===== src/rtl/srf_pkg.sv =====
package srf_pkg;

  typedef enum logic [1:0] {
    MV_HOLD = 2'd0,
    MV_DOWN = 2'd1,
    MV_UP   = 2'd2
  } move_e;

  typedef struct packed {
    move_e tos;
    move_e nos;
    move_e rest;
    logic  load;
  } plan_t;

  // Map a microcode shift code onto per-group directions.
  function automatic plan_t decode_op(input logic [2:0] code);
    plan_t p;
    p.tos  = MV_HOLD;
    p.nos  = MV_HOLD;
    p.rest = MV_HOLD;
    p.load = 1'b0;
    case (code)
      3'd1: p.load = 1'b1;
      3'd2: begin p.tos = MV_UP;   p.nos = MV_DOWN; p.rest = MV_DOWN; end
      3'd3: begin                  p.nos = MV_UP;   p.rest = MV_UP;   end
      3'd4: begin p.tos = MV_DOWN; p.nos = MV_DOWN; p.rest = MV_DOWN; end
      3'd5: begin p.tos = MV_DOWN; p.nos = MV_DOWN;                   end
      3'd6: begin                  p.nos = MV_DOWN; p.rest = MV_DOWN; end
      3'd7: begin p.tos = MV_UP;   p.nos = MV_UP;                     end
      default: ;
    endcase
    return p;
  endfunction

endpackage


===== src/rtl/srf_op_decode.sv =====
module srf_op_decode
  import srf_pkg::*;
(
  input  logic [2:0] op_code,
  output move_e      tos_mv,
  output move_e      nos_mv,
  output move_e      rest_mv,
  output logic       load_en
);
  plan_t plan;

  always_comb begin
    plan    = decode_op(op_code);
    tos_mv  = plan.tos;
    nos_mv  = plan.nos;
    rest_mv = plan.rest;
    load_en = plan.load;
  end
endmodule


===== src/rtl/srf_lane.sv =====
module srf_lane
  import srf_pkg::*;
#(
  parameter int W = 32
) (
  input  logic         clk,
  input  logic         rst_n,
  input  logic         mode32,
  input  move_e        mv,
  input  logic         sin,
  output logic [W-1:0] q,
  output logic         sout
);
  localparam int H = W / 2;
  localparam logic [W-1:0] FULL_M = {W{1'b1}};
  localparam logic [W-1:0] HALF_M = {{(W-H){1'b0}}, {H{1'b1}}};

  function automatic logic [W-1:0] width_mask(input logic m32);
    return m32 ? FULL_M : HALF_M;
  endfunction

  function automatic logic top_bit(input logic [W-1:0] v, input logic m32);
    return m32 ? v[W-1] : v[H-1];
  endfunction

  function automatic logic [W-1:0] step(input logic [W-1:0] v, input move_e d,
                                        input logic b, input logic m32);
    logic [W-1:0] r;
    case (d)
      MV_DOWN: begin
        r = v >> 1;
        if (m32) r[W-1] = b;
        else     r[H-1] = b;
      end
      MV_UP:   r = {v[W-2:0], b};
      default: r = v;
    endcase
    return r & width_mask(m32);
  endfunction

  logic [W-1:0] q_nxt;

  always_comb begin
    q_nxt = step(q, mv, sin, mode32);
    sout  = (mv == MV_UP) ? top_bit(q, mode32) : q[0];
  end

  always_ff @(posedge clk) begin
    if (!rst_n) q <= '0;
    else        q <= q_nxt;
  end
endmodule


===== src/rtl/srf_preg.sv =====
module srf_preg #(
  parameter int W = 32
) (
  input  logic         clk,
  input  logic         rst_n,
  input  logic         mode32,
  input  logic         load,
  input  logic [W-1:0] din,
  output logic [W-1:0] q
);
  localparam int H = W / 2;
  localparam logic [W-1:0] HALF_M = {{(W-H){1'b0}}, {H{1'b1}}};

  logic [W-1:0] mask;
  assign mask = mode32 ? {W{1'b1}} : HALF_M;

  always_ff @(posedge clk) begin
    if (!rst_n)    q <= '0;
    else if (load) q <= din & mask;
    else           q <= q & mask;
  end
endmodule


===== src/rtl/srf_bank.sv =====
module srf_bank
  import srf_pkg::*;
#(
  parameter int W    = 32,
  parameter int NREG = 8
) (
  input  logic              clk,
  input  logic              rst_n,
  input  logic              mode32,
  input  logic [2:0]        op_code,
  input  logic [NREG-1:0]   ser_in,
  output logic [NREG-1:0]   ser_out,
  input  logic [W-1:0]      const_in,
  input  logic [W-1:0]      data_in,
  output logic [NREG*W-1:0] regs_q,
  output logic [W-1:0]      const_q,
  output logic [W-1:0]      data_q
);
  // Named decode results, visible to the checker.
  move_e tos_mv, nos_mv, rest_mv;
  logic  load_en;

  srf_op_decode dec_i (
    .op_code (op_code),
    .tos_mv  (tos_mv),
    .nos_mv  (nos_mv),
    .rest_mv (rest_mv),
    .load_en (load_en)
  );

  for (genvar i = 0; i < NREG; i++) begin : g_lane
    move_e lane_mv;
    if (i == 0)      begin : g_tos  assign lane_mv = tos_mv;  end
    else if (i == 1) begin : g_nos  assign lane_mv = nos_mv;  end
    else             begin : g_rest assign lane_mv = rest_mv; end

    srf_lane #(.W(W)) lane_i (
      .clk    (clk),
      .rst_n  (rst_n),
      .mode32 (mode32),
      .mv     (lane_mv),
      .sin    (ser_in[i]),
      .q      (regs_q[i*W +: W]),
      .sout   (ser_out[i])
    );
  end

  srf_preg #(.W(W)) const_i (
    .clk(clk), .rst_n(rst_n), .mode32(mode32), .load(load_en),
    .din(const_in), .q(const_q)
  );

  srf_preg #(.W(W)) data_i (
    .clk(clk), .rst_n(rst_n), .mode32(mode32), .load(load_en),
    .din(data_in), .q(data_q)
  );
endmodule


===== config.mk =====
export PLATFORM = sky130hd
export DESIGN_NAME = srf_bank
export DESIGN_NICKNAME = d
export VERILOG_FILES = /design/src/rtl/srf_pkg.sv /design/src/rtl/srf_op_decode.sv /design/src/rtl/srf_lane.sv /design/src/rtl/srf_preg.sv /design/src/rtl/srf_bank.sv
export SDC_FILE = /design/constraint.sdc
export NUM_CORES = 1
export LEC_CHECK = 0
export BUFFER_PORTS_ARGS = -buffer_cell sky130_fd_sc_hd__buf_2
export CAP_MARGIN = 20
export CORE_ASPECT_RATIO = 0.75
export CORE_MARGIN = 2
export CORE_UTILIZATION = 55
export DETAILED_ROUTE_END_ITERATION = 16
export GPL_TIMING_DRIVEN = 0
export PLACE_DENSITY = 0.88
export SLEW_MARGIN = 5
export SYNTH_ARGS = -nofsm -noshare
export SYNTH_HDL_FRONTEND = slang
export SYNTH_SLANG_ARGS = --single-unit
export TNS_END_PERCENT = 20

===== constraint.sdc =====
create_clock -name clk -period 3.3 [get_ports clk]
set_clock_uncertainty 0.15 [all_clocks]
set_input_delay 0.33 -clock clk [delete_from_list [all_inputs] [get_ports clk]]
set_output_delay 0.33 -clock clk [all_outputs]
set_load 0.05 [all_outputs]

# Word-level counts from Yosys, hierarchy flattened
# Index checks and enable logic that the tools add are counted.
[classes]
n_eq_ne = 13
n_mux = 47
n_bitwise = 12
reduce_logical = 5
[ops]
columns = ["operator", "n"]
rows = [
  ["one-hot mux 32 bit (2 select lines)", 8],
  ["bitwise AND 32 bit", 12],
  ["two-way mux 32 bit", 3],
  ["two-way mux 1 bit", 33],
  ["== test 3 bit (second input constant)", 4],
  ["one-hot mux 2 bit (2 select lines)", 3],
  ["== test 2 x 1 -> 1 bit (second input constant)", 3],
  ["== test 2 bit (second input constant)", 3],
  ["== test 3 x 2 -> 1 bit (second input constant)", 2],
  ["OR reduction 2 bit", 3],
  ["OR reduction 4 bit", 1],
  ["== test 3 x 1 -> 1 bit (second input constant)", 1],
  ["OR reduction 3 bit", 1],
]
[totals]
reg_bits = 320
inputBits = 78
word_cells = 87

# Longest topological paths before layout
[logic_depth]
ltp_word = 6
depth_mapped = 11
depth_no_buf = 7

# Hierarchy
# From an unflattened synthesis, not the netlist that was laid out.
[unflattened]
cells_unflattened = 1464
area_unflattened_um2 = 13341.5
[modules_own_cells]
columns = ["mod", "n_inst", "cells_per_inst", "area_each_um2"]
rows = [
  ["srf_lane", 8, 156, 1358.8],
  ["srf_preg", 2, 103, 1204.9],
  ["srf_op_decode", 1, 10, 61.3],
]

# Worst setup path before layout
# No wires, ideal clock.
[synth_path]
path_kind = "input-to-output"
startpoint = "input op_code[1]"
endpoint = "output ser_out[2]"
arrival_time_ps = 1917
t_required_ps = 2820
slack_ps = 903
stages = 10
n_path_buf = 5
path_cell_list = "or2_2 > clkbuf_2 > nand2b_1 > ha_1 > buf_2 > buf_2 > clkbuf_1 > nor2_1 > a21oi_1 > buf_4"
[synth_via]
elab_chain_cells = 5
word_cells_on_any_way = 8
classes_between = "eq/ne: 5; mux: 2; reduce/logical: 1"
[synth_lines]
columns = ["element", "line_no", "source"]
rows = [
  ["from (decl)", "srf_bank.sv:10", "input logic [2:0] op_code,"],
  ["== test 3 bit / == test 3 x 2 -> 1 bit (equally long branches)", "srf_pkg.sv:23", "case (code)"],
  ["OR reduction 3 bit (no line)", "--", ""],
  ["one-hot mux 2 bit (2 select lines) (*)", "srf_pkg.sv:23", ""],
  ["== test 2 bit (*)", "srf_lane.sv:45", "sout = (mv == MV_UP) ? top_bit(q, mode32) : q[0];"],
  ["two-way mux 1 bit (*)", "srf_lane.sv:45", ""],
  ["to (decl)", "srf_bank.sv:12", "output logic [NREG-1:0] ser_out,"],
]
# Every way passes the cells marked *; elsewhere a longest branch is shown, timed or not.

# Worst setup path after layout
[layout_path]
startpoint = "input op_code[1]"
endpoint = "output ser_out[5]"
# The elaborated chain is that of the path after synthesis.

==> tab_implementation.tex <==
\begin{tabular}{lr}
\hline
Metric & Value \\
\hline
\multicolumn{2}{l}{\textbf{GRT}} \\
Met1 Track Usage GR & $\sim$44\% \\
Routing layer with the top usage in global route & met2 \\
Number of global-route vias before repair & 13365 \\
Global-route wire length before repair & 73.4 mm \\
Number of antenna violations at the first check in global routing & 2 \\
Gr ovfl total & 0 \\
Total global-route track usage & a little over a third \\
Met2 Usage GRT & between 50\% and 60\% \\
Grt met3 use & 8.93\% \\
Pin count of the biggest net entering global routing & 16 \\
\multicolumn{2}{l}{\textbf{Run status}} \\
Run status & complete, no violations \\
\multicolumn{2}{l}{\textbf{CTS}} \\
Number of buffers on the longest clock path & 3 \\
Latest clock arrival within the worst-skew pair & around 0.56 ns \\
CTS Root Cell & clkbuf\_16 \\
Deepest level of the CTS H-tree & 1 \\
Number of sinks driven by the clock tree & 320 \\
Clock edge transition at the registers on the reported setup and hold paths & approximately 0.060 ns \\
CTS tree & built \\
Clock buffers created by TritonCTS & 31 \\
\# resized after CTS & 0 \\
\multicolumn{2}{l}{\textbf{Floorplan}} \\
Placeable core area & about 24000 um\^{}2 \\
Initial cell density of the core & 55.8\% \\
Site row count & between 40 and 50 \\
Overall die height & roughly 140 um \\
Die Outline Area & 25500 um\^{}2 \\
Chip Width & approximately 180 um \\
IO Count & between 400 and 500 \\
\multicolumn{2}{l}{\textbf{Layout}} \\
Layout fillers & 1689 \\
Nets@finish & 1990 \\
Fin area & 17400 um\^{}2 \\
Layout cells sized above 1 & 27.2\% \\
Signed area change from the synthesized netlist to the final layout & 30.8\% \\
\multicolumn{2}{l}{\textbf{STA}} \\
Pins Over Slew Limit & 0 \\
Post-layout min period & approximately 3.2 ns \\
Achievable Freq & roughly 310 MHz \\
Summed negative setup slack over all endpoints & 0 ns \\
Transition time at the pin with the least slew margin & around 0.58 ns \\
Period utilization & a little over nine tenths \\
Slew Limit Headroom & between 60 and 70\% \\
Total count of hold-check failures in the final report & 0 \\
Setup repair after global routing missed its margin & false \\
\# setup viols final & 0 \\
\multicolumn{2}{l}{\textbf{Synth}} \\
Total nets after synthesis & about 1500 \\
Number of warning messages in the yosys log & 0 \\
Cell area after synthesis & about 13000 um\^{}2 \\
Flip-flop and latch count after synthesis & 320 \\
Post-synthesis cell type count & 31 \\
Syn Area/Cell & about 9.5 um\^{}2 \\
Sequential cell area fraction in the yosys report & 48.2\% \\
Number of standard cells after synthesis & between 1000 and 1500 \\
\multicolumn{2}{l}{\textbf{Drt}} \\
Total Wirelength & approximately 48 mm \\
DR iter-0 viols & around 1400 \\
1st-pass router iterations & 5 \\
Post-detailed-route via-to-cell ratio & $\sim$6.4 \\
Routed wire per std cell & roughly 21 um \\
DRC viols & 0 \\
Number of vias in the routed layout & about 14000 \\
Number of nets still failing antenna checks after routing & 0 \\
\multicolumn{2}{l}{\textbf{Setup path}} \\
Critical path endpoint category & output pin \\
Critical path type & input port to output pin \\
Data required, critical path & about 2.8 ns \\
Crit start category & input port \\
Endpoint arrival time on the critical path & about 2.7 ns \\
Register-to-register setup slack & 1.92 ns \\
Worst-path fanout max & 10 \\
\multicolumn{2}{l}{\textbf{Power and ir drop}} \\
Worst ir drop on vdd & $\sim$480 uV \\
Lkg Pwr & around 0.0084 uW \\
Power density normalized to cell area & slightly below 600 nW/um\^{}2 \\
\multicolumn{2}{l}{\textbf{Placed design}} \\
Number of buffers inserted by port buffering & approximately 400 \\
HPWL Detailed & $\sim$32 mm \\
Total cell area at the placement stage & 15700 um\^{}2 \\
Last weighted congestion value of the routability-driven placer & approximately 0.92 \\
\multicolumn{2}{l}{\textbf{Min path}} \\
Worst min path class & input port to flop \\
\multicolumn{2}{l}{\textbf{Job}} \\
Max-cap violation count & 0 \\
\hline
\end{tabular}
==> synthesized netlist by cell type, drive strengths merged <==
| cell | number | area [um^2] |
|---|---|---|
| xnor2 | 1 | 8.76 |
| o211a | 105 | 1050 |
| nand2b | 4 | 25.0 |
| a221o | 105 | 1050 |
| inv | 6 | 22.5 |
| o22ai | 1 | 6.26 |
| a21boi | 48 | 360 |
| o21ai | 8 | 40.0 |
| and2 | 2 | 12.5 |
| nor2 | 127 | 477 |
| clkbuf | 99 | 374 |
| a21oi | 54 | 270 |
| or3b | 1 | 8.76 |
| nor3 | 114 | 571 |
| mux2i | 8 | 80.1 |
| ha | 5 | 62.6 |
| o2111ai | 1 | 8.76 |
| nand2 | 131 | 492 |
| a221oi | 119 | 1040 |
| nor3b | 1 | 7.51 |
| or2 | 1 | 6.26 |
| a22oi | 31 | 233 |
| dfxtp | 320 | 6410 |
| nand3 | 30 | 150 |
| mux2 | 7 | 78.8 |
| buf | 74 | 453 |
==> report_power, final <==
part           total (uW)  switching (uW)  internal [uW]
clock                3550            1530           2020
combinational        2280            1600            688
sequential           4340             256           4080
total               10200            3380           6790
==> critical path, stage by stage <==
cell	delay [ns]
buf_2	0.14
or2_2	0.29
clkbuf_2	0.15
nand2b_1	0.14
ha_1	0.15
buf_2	0.17
buf_2	0.26
clkbuf_1	0.43
nor2_1	0.07
a21oi_1	0.17
buf_4	0.14
buf_2	0.26
==> metrics by stage <==
stage	utilization (%)	total power [uW]	hold slack, ns	std cells	setup WS, ns
after detailed placement	65.8	6570	0.292	2112	0.180
final	72.9	10200	0.0295	2238	0.0931
after floorplan	-	5980	0.315	1403	0.903
after global placement	65.8	6520	0.287	2112	0.233
after CTS	72.9	10100	0.0137	2237	0.134
after global routing	72.9	10500	0.0398	2238	0.0319
==> final cells by class <==
| type | instances | area, um^2 | area share, % |
|---|---|---|---|
| flip-flops and latches | 320 | 6410 | 36.8 |
| multi-input cells | 904 | 6040 | 34.7 |
| repair buffers | 471 | 2700 | 15.5 |
| clock buffers | 45 | 888 | 5.11 |
| plain buffers | 173 | 827 | 4.76 |
| well taps | 306 | 383 | 2.20 |
| clock inverters | 12 | 119 | 0.684 |
| inverters | 6 | 22.5 | 0.130 |
| diodes | 1 | 2.50 | 0.0144 |
==> per-layer routing <==
layer / vias to the layer above / part of all wire [%] / wire (um)
met1: 6906 / 39 / 18500
li1: 6351 / - / -
met4: 2 / 6.2 / 2980
met2: 871 / 45 / 21500
met3: 212 / 9.8 / 4700
met5: - / 0.027 / 13
==> path summary, 6_finish.rpt <==
kind,from,end,depth (start not counted)
worst min register to register,const_i.q[8],const_i.q[8],2
worst max register to register,g_lane[4].lane_i.q[16],g_lane[4].lane_i.q[15],3
worst max-delay path,op_code[1],ser_out[5],12
worst min-delay path,ser_in[3],g_lane[3].lane_i.q[31],3
==> cell families (layout without fill, tap and decap cells) <==
family	count (synthesis)	in the layout	share of synthesized area [%]
adders and majority gates	5	5	0.470
xor gates and xnor gates	1	1	0.0659
and+or+nand+nor	411	411	13.2
DFF	320	320	48.2
AOI/OAI and AO/OA	472	472	30.6
muxes	15	15	1.20
buffers and inverters	179	707	6.39
other	0	1	0
==> what timing repair did <==
| item | in CTS | in global routing |
|---|---|---|
| hold buffers | 68 | 0 |
| setup buffers | 0 | 0 |
| hold endpoints to repair | 68 | 0 |
==> placed cells by master, fill, tap and decap left out, types with 4 or more instances in the layout <==
cell type,netlist,layout
a21boi_1,32,32
clkbuf_1,97,105
o21ai_0,8,8
dlygate4sd3_1,0,68
a21oi_1,54,54
o211a_1,105,105
a21boi_0,16,16
dfxtp_1,320,320
nand3_1,30,30
ha_1,5,5
a22oi_1,31,31
inv_1,6,6
clkbuf_8,0,6
mux2_2,7,7
a221oi_1,119,119
nand2b_1,4,4
clkinv_2,0,7
buf_1,10,10
nand2_1,131,131
buf_4,23,23
nor2_1,127,127
nor3_1,114,114
clkbuf_16,0,31
buf_6,6,6
a221o_1,105,105
mux2i_1,8,8
buf_2,35,438
==> flip-flops by register name, summed over array words and instances (netlist names) <==
signal and cells:
const_i.q 32, data_i.q 32, g_lane.lane_i.q 256
Power figures use the tool's default switching activity.
